**src/rtl/pfd_pkg.sv**
```systemverilog
package pfd_pkg;

   typedef struct packed {
      logic oe;
      logic d;
      logic up_n;
      logic dn_n;
      logic lock;
   } pfd_out_t;

   localparam pfd_out_t PFD_OUT_IDLE = '{oe: 1'b0, d: 1'b0, up_n: 1'b1, dn_n: 1'b1, lock: 1'b0};

   function automatic pfd_out_t pfd_encode(input logic up, input logic dn, input logic lock);
      pfd_out_t o;
      o.oe   = up ^ dn;
      o.d    = up & ~dn;
      o.up_n = ~(up & ~dn);
      o.dn_n = ~(dn & ~up);
      o.lock = lock;
      return o;
   endfunction

endpackage

```
**src/rtl/pfd_edge_sync.sv**
```systemverilog
module pfd_edge_sync #(
   parameter int STAGES = 2
) (
   input  logic clk,
   input  logic rst_n,
   input  logic sig_in,
   output logic rise
);
   logic [STAGES-1:0] chain;
   logic              last;

   generate
      if (STAGES < 2) begin : g_bad_stages
         $error("pfd_edge_sync: STAGES must be at least 2");
      end
   endgenerate

   generate
      for (genvar s = 0; s < STAGES; s++) begin : g_stage
         if (s == 0) begin : g_first
            always_ff @(posedge clk) begin
               if (!rst_n) chain[s] <= 1'b0;
               else        chain[s] <= sig_in;
            end
         end else begin : g_next
            always_ff @(posedge clk) begin
               if (!rst_n) chain[s] <= 1'b0;
               else        chain[s] <= chain[s-1];
            end
         end
      end
   endgenerate

   always_ff @(posedge clk) begin
      if (!rst_n) last <= 1'b0;
      else        last <= chain[STAGES-1];
   end

   assign rise = chain[STAGES-1] & ~last;
endmodule

```
**src/rtl/pfd_flags.sv**
```systemverilog
module pfd_flags (
   input  logic clk,
   input  logic rst_n,
   input  logic ref_rise,
   input  logic fb_rise,
   output logic up,
   output logic dn,
   output logic cyc_end
);
   logic up_set, dn_set;

   always_comb begin
      up_set  = up | ref_rise;
      dn_set  = dn | fb_rise;
      cyc_end = up_set & dn_set;
   end

   always_ff @(posedge clk) begin
      if (!rst_n) begin
         up <= 1'b0;
         dn <= 1'b0;
      end else begin
         up <= up_set & ~cyc_end;
         dn <= dn_set & ~cyc_end;
      end
   end
endmodule

```
**src/rtl/pfd_lock.sv**
```systemverilog
module pfd_lock #(
   parameter int PULSE_TOL   = 1,
   parameter int LOCK_CYCLES = 4
) (
   input  logic clk,
   input  logic rst_n,
   input  logic active,
   input  logic cyc_end,
   output logic lock
);
   localparam int WW = $clog2(PULSE_TOL + 2);
   localparam int GW = $clog2(LOCK_CYCLES + 1) + 1;
   localparam logic [WW-1:0] TOL_V  = WW'(PULSE_TOL);
   localparam logic [GW-1:0] NEED_V = GW'(LOCK_CYCLES);

   logic [WW-1:0] width_cnt;
   logic [GW-1:0] good_cnt;
   logic          wide;

   generate
      if (PULSE_TOL < 0) begin : g_bad_tol
         $error("pfd_lock: PULSE_TOL must not be negative");
      end
      if (LOCK_CYCLES < 1) begin : g_bad_need
         $error("pfd_lock: LOCK_CYCLES must be at least 1");
      end
   endgenerate

   assign wide = active && (width_cnt >= TOL_V);

   always_ff @(posedge clk) begin
      if (!rst_n) begin
         width_cnt <= '0;
      end else if (cyc_end) begin
         width_cnt <= '0;
      end else if (active && width_cnt != '1) begin
         width_cnt <= width_cnt + 1'b1;
      end
   end

   always_ff @(posedge clk) begin
      if (!rst_n) begin
         good_cnt <= '0;
         lock     <= 1'b0;
      end else if (wide) begin
         good_cnt <= '0;
         lock     <= 1'b0;
      end else if (cyc_end) begin
         if (good_cnt < NEED_V) good_cnt <= good_cnt + 1'b1;
         if (good_cnt + 1'b1 >= NEED_V) lock <= 1'b1;
      end
   end
endmodule

```
**src/rtl/pfd_tristate.sv**
```systemverilog
module pfd_tristate #(
   parameter int SYNC_STAGES = 2,
   parameter int PULSE_TOL   = 1,
   parameter int LOCK_CYCLES = 4,
   parameter bit REG_OUTPUTS = 1'b0
) (
   input  logic clk,
   input  logic rst_n,
   input  logic ref_in,
   input  logic fb_in,
   output logic err_oe,
   output logic err_d,
   output logic up_n,
   output logic dn_n,
   output logic lock_det
);
   import pfd_pkg::*;

   logic     ref_rise, fb_rise;
   logic     up, dn, cyc_end;
   logic     lock_int;
   pfd_out_t raw, outs;

   pfd_edge_sync #(.STAGES(SYNC_STAGES)) i_sync_ref (
      .clk(clk), .rst_n(rst_n), .sig_in(ref_in), .rise(ref_rise));

   pfd_edge_sync #(.STAGES(SYNC_STAGES)) i_sync_fb (
      .clk(clk), .rst_n(rst_n), .sig_in(fb_in), .rise(fb_rise));

   pfd_flags i_flags (
      .clk(clk), .rst_n(rst_n), .ref_rise(ref_rise), .fb_rise(fb_rise),
      .up(up), .dn(dn), .cyc_end(cyc_end));

   pfd_lock #(.PULSE_TOL(PULSE_TOL), .LOCK_CYCLES(LOCK_CYCLES)) i_lock (
      .clk(clk), .rst_n(rst_n), .active(up ^ dn), .cyc_end(cyc_end),
      .lock(lock_int));

   assign raw = pfd_encode(up, dn, lock_int);

   generate
      if (REG_OUTPUTS) begin : g_out_reg
         always_ff @(posedge clk) begin
            if (!rst_n) outs <= PFD_OUT_IDLE;
            else        outs <= raw;
         end
      end else begin : g_out_comb
         assign outs = raw;
      end
   endgenerate

   assign err_oe   = outs.oe;
   assign err_d    = outs.d;
   assign up_n     = outs.up_n;
   assign dn_n     = outs.dn_n;
   assign lock_det = outs.lock;
endmodule

```
**config.mk**
```make
export PLATFORM = sky130hd
export DESIGN_NAME = pfd_tristate
export DESIGN_NICKNAME = d
export VERILOG_FILES = /design/src/rtl/pfd_pkg.sv /design/src/rtl/pfd_edge_sync.sv /design/src/rtl/pfd_flags.sv /design/src/rtl/pfd_lock.sv /design/src/rtl/pfd_tristate.sv
export SDC_FILE = /design/constraint.sdc
export NUM_CORES = 1
export LEC_CHECK = 0
export CAP_MARGIN = 20
export CORE_MARGIN = 3
export CORE_UTILIZATION = 35
export DETAILED_ROUTE_END_ITERATION = 8
export DONT_BUFFER_PORTS = 1
export PLACE_DENSITY = 0.53
export SLEW_MARGIN = 20
export SYNTH_ARGS = -nofsm -noshare
export SYNTH_HDL_FRONTEND = slang
export SYNTH_SLANG_ARGS = --single-unit
export TNS_END_PERCENT = 20
```
**constraint.sdc**
```tcl
create_clock -name clk -period 1.45 [get_ports clk]
set_input_delay 0.435 -clock clk [delete_from_list [all_inputs] [get_ports clk]]
set_output_delay 0.435 -clock clk [all_outputs]
set_load 0.01 [all_outputs]
```
# Yosys cells after proc, flatten, opt, wreduce, memory -nomap -nowiden
# Cells that the tools add are included.
[word_totals]
regBits = 15
inputBits = 4
[classes]
addsub = 2
order_cmp = 3
eq_ne = 1
bitwise_logic = 18
n_reduce_logical = 6
[op_table]
columns = ["cell", "count"]
rows = [
  ["NOT 1 bit", 8],
  ["bitwise AND 1 bit", 7],
  ["adder 4 x 1 -> 4 bit, second input constant", 1],
  [">= comparator 4 x 3 -> 1 bit, second input constant", 1],
  ["< comparator 4 x 3 -> 1 bit, second input constant", 1],
  ["AND reduction 2 bit", 2],
  ["OR reduction 2 bit", 2],
  ["adder 2 x 1 -> 2 bit, second input constant", 1],
  [">= comparator 2 x 1 -> 1 bit, second input constant", 1],
  ["logical AND 1 bit", 2],
  ["!= test 2 bit, second input constant", 1],
  ["OR 1 bit", 2],
  ["XOR 1 bit", 1],
]

# Longest topological paths before layout
[depth]
word_depth = 6
depth_mapped = 5
depth_no_buf = 5

# Hierarchy
# From an unflattened synthesis, not the netlist that was laid out.
[hier_totals]
hier_cells = 68
area_unflattened_um2 = 671.9
[by_module_without_submodules]
columns = ["mod", "instances", "cells_per_inst", "area_each_um2"]
rows = [
  ["pfd_lock", 1, 39, 356.6],
  ["pfd_edge_sync", 2, 7, 92.6],
  ["pfd_flags", 1, 7, 73.8],
  ["pfd_tristate", 1, 8, 56.3],
]

# Least setup slack after synthesis
# OpenSTA, ideal clock, no wires.
[synth_timing]
path_type = "reg2reg"
start = "register i_flags.dn"
end = "register i_lock.width_cnt[1]"
setup_time_ps = 117
arrival_time_ps = 1254
t_required_ps = 1333
path_slack_ps = 79
stages_incl_launch_ff = 6
n_path_buf = 0
path_cell_list = "dfxtp_1 -> inv_1 -> ha_1 -> nor2_1 -> mux2i_1 -> nor3b_1"
[synth_via]
elab_chain_cells = 3
elab_cells_between_ends = 5
cone_classes = "3 x bitwise; 2 x reduce/logical"
[synth_lines]
columns = ["element", "line_no", "rtl"]
rows = [
  ["start: declaration", "pfd_flags.sv:7", "output logic dn,"],
  ["start signal: assignment", "pfd_flags.sv:24", "dn <= dn_set & ~cyc_end;"],
  ["OR 1 bit", "pfd_flags.sv:14", "dn_set = dn | fb_rise;"],
  ["bitwise AND 1 bit", "pfd_flags.sv:15", "cyc_end = up_set & dn_set;"],
  ["OR reduction 2 bit (no line)", "-", ""],
  ["end signal: assignment", "pfd_lock.sv:37", "width_cnt <= width_cnt + 1'b1;"],
  ["end: declaration", "pfd_lock.sv:16", "logic [WW-1:0] width_cnt;"],
]
# Several ways; a longest one is shown, not always the timed one.
# A chain may end at the register's enable or synchronous reset.

# Worst setup path in the final report
[layout_timing]
start = "register i_flags.dn"
end = "output err_oe"
[layout_via]
elab_chain_cells = 1
[layout_lines]
columns = ["element", "line_no", "rtl"]
rows = [
  ["XOR 1 bit", "pfd_pkg.sv:15", "o.oe = up ^ dn;"],
  ["end: declaration", "pfd_tristate.sv:11", "output logic err_oe,"],
]
# Every way passes these cells.

==> summary.txt <==
Run status
  • Run status: finished clean

Placed design
  • Final estimated routing congestion in global placement: 0.696
  • Buffers on Ports: 0
  • Placement Cell Area: 734 µm²
  • Post-DP HPWL: 778 µm

Setup path
  • FF-to-FF End: i_lock.width_cnt[1]$_SDFFE_PP0P_
  • Crit-path cells: inv_2, ha_4, inv_2
  • Dominant delay contributor by cell family on the critical path: flip-flops
  • Cell repeated most along the worst path: sky130_fd_sc_hd__inv_2
  • Critical Path Slowest Stage Cell: sky130_fd_sc_hd__dfxtp_2
  • Number of cells traversed by the worst register-to-register path: 5
  • Critical Setup Path Class: reg2out
  • Required time at the endpoint of the critical path: 1020 ps
  • Delay of the slowest cell on the worst path: 350 ps
  • Capture point of the critical path: err_oe
  • CP arrival: 1000 ps
  • Reg2Reg Setup Slack: 260 ps
  • Startpoint type of the worst setup path: register
  • R2R Path Start: i_flags.dn$_SDFF_PN0_
  • Largest fanout on the critical path: 4
  • Beginning of the critical path: i_flags.dn$_SDFF_PN0_
  • Crit path capture type: primary output
  • Buffer and inverter count on the worst path: 2
  • WP depth: 3

Drt
  • Detailed-router iteration count before antenna repair: 3
  • Wire length reported by the detailed router: 1.09 mm
  • Avg Vias per Cell: 4.73
  • Detailed-routed wire length on met2: 469 µm
  • DR top layer: met4
  • Drt first-iter violations: 12
  • Met1 layer wirelength in the final routing: 555 µm
  • Average routed wire per standard cell: 11.2 µm
  • Total length of routed met3 wires: 57 µm
  • Via count: 464
  • Count of nets left with antenna violations after detail routing: 0
  • Residual DRC count: 0

Timing
  • Setup repair after global routing missed its margin: true
  • Tightest hold margin: 272 ps
  • Hold violation total from the final report: 0
  • Max transition margin: 77.4%
  • Pin slew with the least headroom to its limit: 336 ps
  • Clock Skews: 2.68 ps
  • Final-layout setup total negative slack: 0 ps
  • Count of endpoints failing setup in the final report: 0
  • Final clock period utilization by the worst path: 98.7%
  • Max-slew violation total from the final report: 0
  • Min Clock Period, post-route: 1430 ps
  • Achievable frequency: 699 MHz

CTS
  • Clock Latency Late Sink: 280 ps
  • Worst-path clk slew: 90 ps
  • Cell chosen for the clock root: sky130_fd_sc_hd__clkbuf_4
  • H-Tree Level Count: 1
  • Clock Sink Count: 15
  • Number of buffers on the longest clock path: 2
  • Clock tree from TritonCTS: yes
  • CTS Buf Count: 3

Floorplanning
  • Initial cell density of the core: 38.4%
  • Core Area: 1800 µm²
  • Count of standard-cell rows: 15
  • Die footprint: 2550 µm²
  • Die Y: 50.5 µm
  • Top-Level Pins: 9
  • Die Width: 50.5 µm

Final layout
  • Area used by multi-input combinational logic: 379 µm²
  • Antenna diodes: 0
  • Storage element area: 303 µm²
  • Cell area after layout: 793 µm²
  • Area growth from synthesis to layout: 14.6%
  • Count of fill cells added during filler insertion: 204
  • Number of nets in the layout: 83
  • Proportion of layout cells with a drive suffix above 1: 27.4%
  • Finished Core Util: 44.0%

Global routing
  • Vias in the first global route: 446
  • Largest net degree at the start of global routing: 13
  • Total routing usage reported by global routing: 10.4%
  • First-pass GRT wire length: 1.95 mm
  • Antenna violations before repair: 0
  • Remaining Overflow, GRT: 0

Synth
  • Number of enable-type register cells in the synthesized netlist: 0
  • Cells after synthesis: 68
  • Fraction of post-synthesis cell area in the top cell type by area: 43.4%
  • Cell taking the most area after synthesis: sky130_fd_sc_hd__dfxtp_1
  • List of most frequent post-synthesis cells: sky130_fd_sc_hd__dfxtp_1 (15), sky130_fd_sc_hd__inv_1 (9), sky130_fd_sc_hd__and2_1 (6), sky130_fd_sc_hd__ha_1 (5), sky130_fd_sc_hd__nand2_1 (4)
  • Yosys warning total: 0
  • Total standard cell area after synthesis: 692 µm²
  • Async set-reset flop share out of synthesis: 0%
  • Largest cells by area after synthesis: sky130_fd_sc_hd__dfxtp_1 (43%), sky130_fd_sc_hd__ha_1 (9.0%), sky130_fd_sc_hd__and2_1 (5.4%)
  • Post-synth top flop: sky130_fd_sc_hd__dfxtp_1
  • Synth unique cells: 27
  • Sequential share of the synthesized area: 43.4%
  • Syn_nets: 77
  • Yosys reg bits: 15
  • Leading cell type by number of instances after synthesis: sky130_fd_sc_hd__dfxtp_1
  • Average size of a mapped cell: 10.2 µm²

Run
  • Number of maximum-capacitance violations: 0

Worst hold path
  • HP Class: in2reg

Pwr
  • Max IR drop VDD: 0.476 mV
  • Leak: 0.321 nW
  • Power Density: 941 nW/µm²
[per-stage QoR]
step / setup slack [ps] / instances / power (mW)
4_1_cts: 5.27 / 98 / 0.755
5_1_grt: -34.8 / 98 / 0.799
3_5_place_dp: 152 / 94 / 0.515
2_1_floorplan: 78.9 / 68 / 0.501
3_3_place_gp: 205 / 94 / 0.513
6_report: 19.0 / 98 / 0.746
[routing by layer]
| layer | up-vias | GRT usage, % |
|---|---|---|
| li1 | 236 | - |
| met1 | 218 | 13.5 |
| met2 | 8 | 14.6 |
| met3 | 2 | 3.26 |
| met4 | 0 | 6.73 |
| met5 | - | 0 |
[state kept, by name, summed over array words and instances, names as in the netlist]
register          count
i_sync_ref.last       1
i_sync_fb.last        1
i_sync_ref.chain      2
i_sync_fb.chain       2
i_lock.good_cnt       4
i_lock.width_cnt      2
i_lock.lock           1
i_flags.dn            1
i_flags.up            1
[final cells by class]
type	count	area share (%)
Sequential cell	15	38.2
Clock inverter	1	0.631
Inverter	9	4.26
Multi-Input combinational cell	43	47.8
Clock buffer	3	2.84
Timing Repair Buffer	2	2.37
Tap cell	25	3.94
[cells by family after synthesis]
group	after synthesis	share of synthesized area [%]
simple gates	24	22.1
flops	15	43.4
buf+inv	10	5.42
compound gates	9	13.2
fa+ha+maj	5	9.04
mux	3	4.34
xor+xnor	2	2.53
[report_power, final]
part	leakage (nW)	switching, mW	internal, mW
Combinational	0.180	0.0393	0.0382
Sequential	0.123	0.0102	0.427
Clock	0.0177	0.130	0.102
[cells in the final DEF, fill, tap and decap left out, types with 2 or more instances in the layout]
cell and instances:
sky130_fd_sc_hd__and2_1 6, sky130_fd_sc_hd__clkbuf_4 3, sky130_fd_sc_hd__dfxtp_1 13, sky130_fd_sc_hd__dfxtp_2 2, sky130_fd_sc_hd__ha_1 3, sky130_fd_sc_hd__ha_4 2
sky130_fd_sc_hd__inv_1 6, sky130_fd_sc_hd__inv_2 3, sky130_fd_sc_hd__mux2i_1 3, sky130_fd_sc_hd__nand2_1 4, sky130_fd_sc_hd__nor2_1 3, sky130_fd_sc_hd__nor2b_4 2
sky130_fd_sc_hd__nor3b_1 2, sky130_fd_sc_hd__o21ai_0 2
[worst register-to-register path: stages (launching register included)]
cell                      delay (ps)
sky130_fd_sc_hd__dfxtp_2         350
sky130_fd_sc_hd__inv_2            40
sky130_fd_sc_hd__ha_4            220
sky130_fd_sc_hd__nor2_1          200
sky130_fd_sc_hd__mux2i_1         210
sky130_fd_sc_hd__nor3b_1          60
[timing repair]
item	4_1_cts	5_1_grt
pin swaps	0	1
hold buffers	0	0
setup endpoints to repair	3	2
gates resized for setup	5	4
buffers inserted	0	0
[worst min path at each step]
stage                                             start                            end  slack [ps]  cells past startpoint
after floorplan           i_sync_fb.chain[0]$_SDFF_PN0_  i_sync_fb.chain[1]$_SDFF_PN0_         410                      1
after CTS                                         rst_n  i_sync_fb.chain[0]$_SDFF_PN0_         270                      1
after global placement    i_sync_fb.chain[0]$_SDFF_PN0_  i_sync_fb.chain[1]$_SDFF_PN0_         410                      1
final                                             rst_n  i_sync_fb.chain[0]$_SDFF_PN0_         270                      1
after global routing                              rst_n  i_sync_fb.chain[0]$_SDFF_PN0_         250                      1
after detailed placement  i_sync_fb.chain[0]$_SDFF_PN0_  i_sync_fb.chain[1]$_SDFF_PN0_         420                      1
Note: power is estimated with default switching activity, not from simulation.
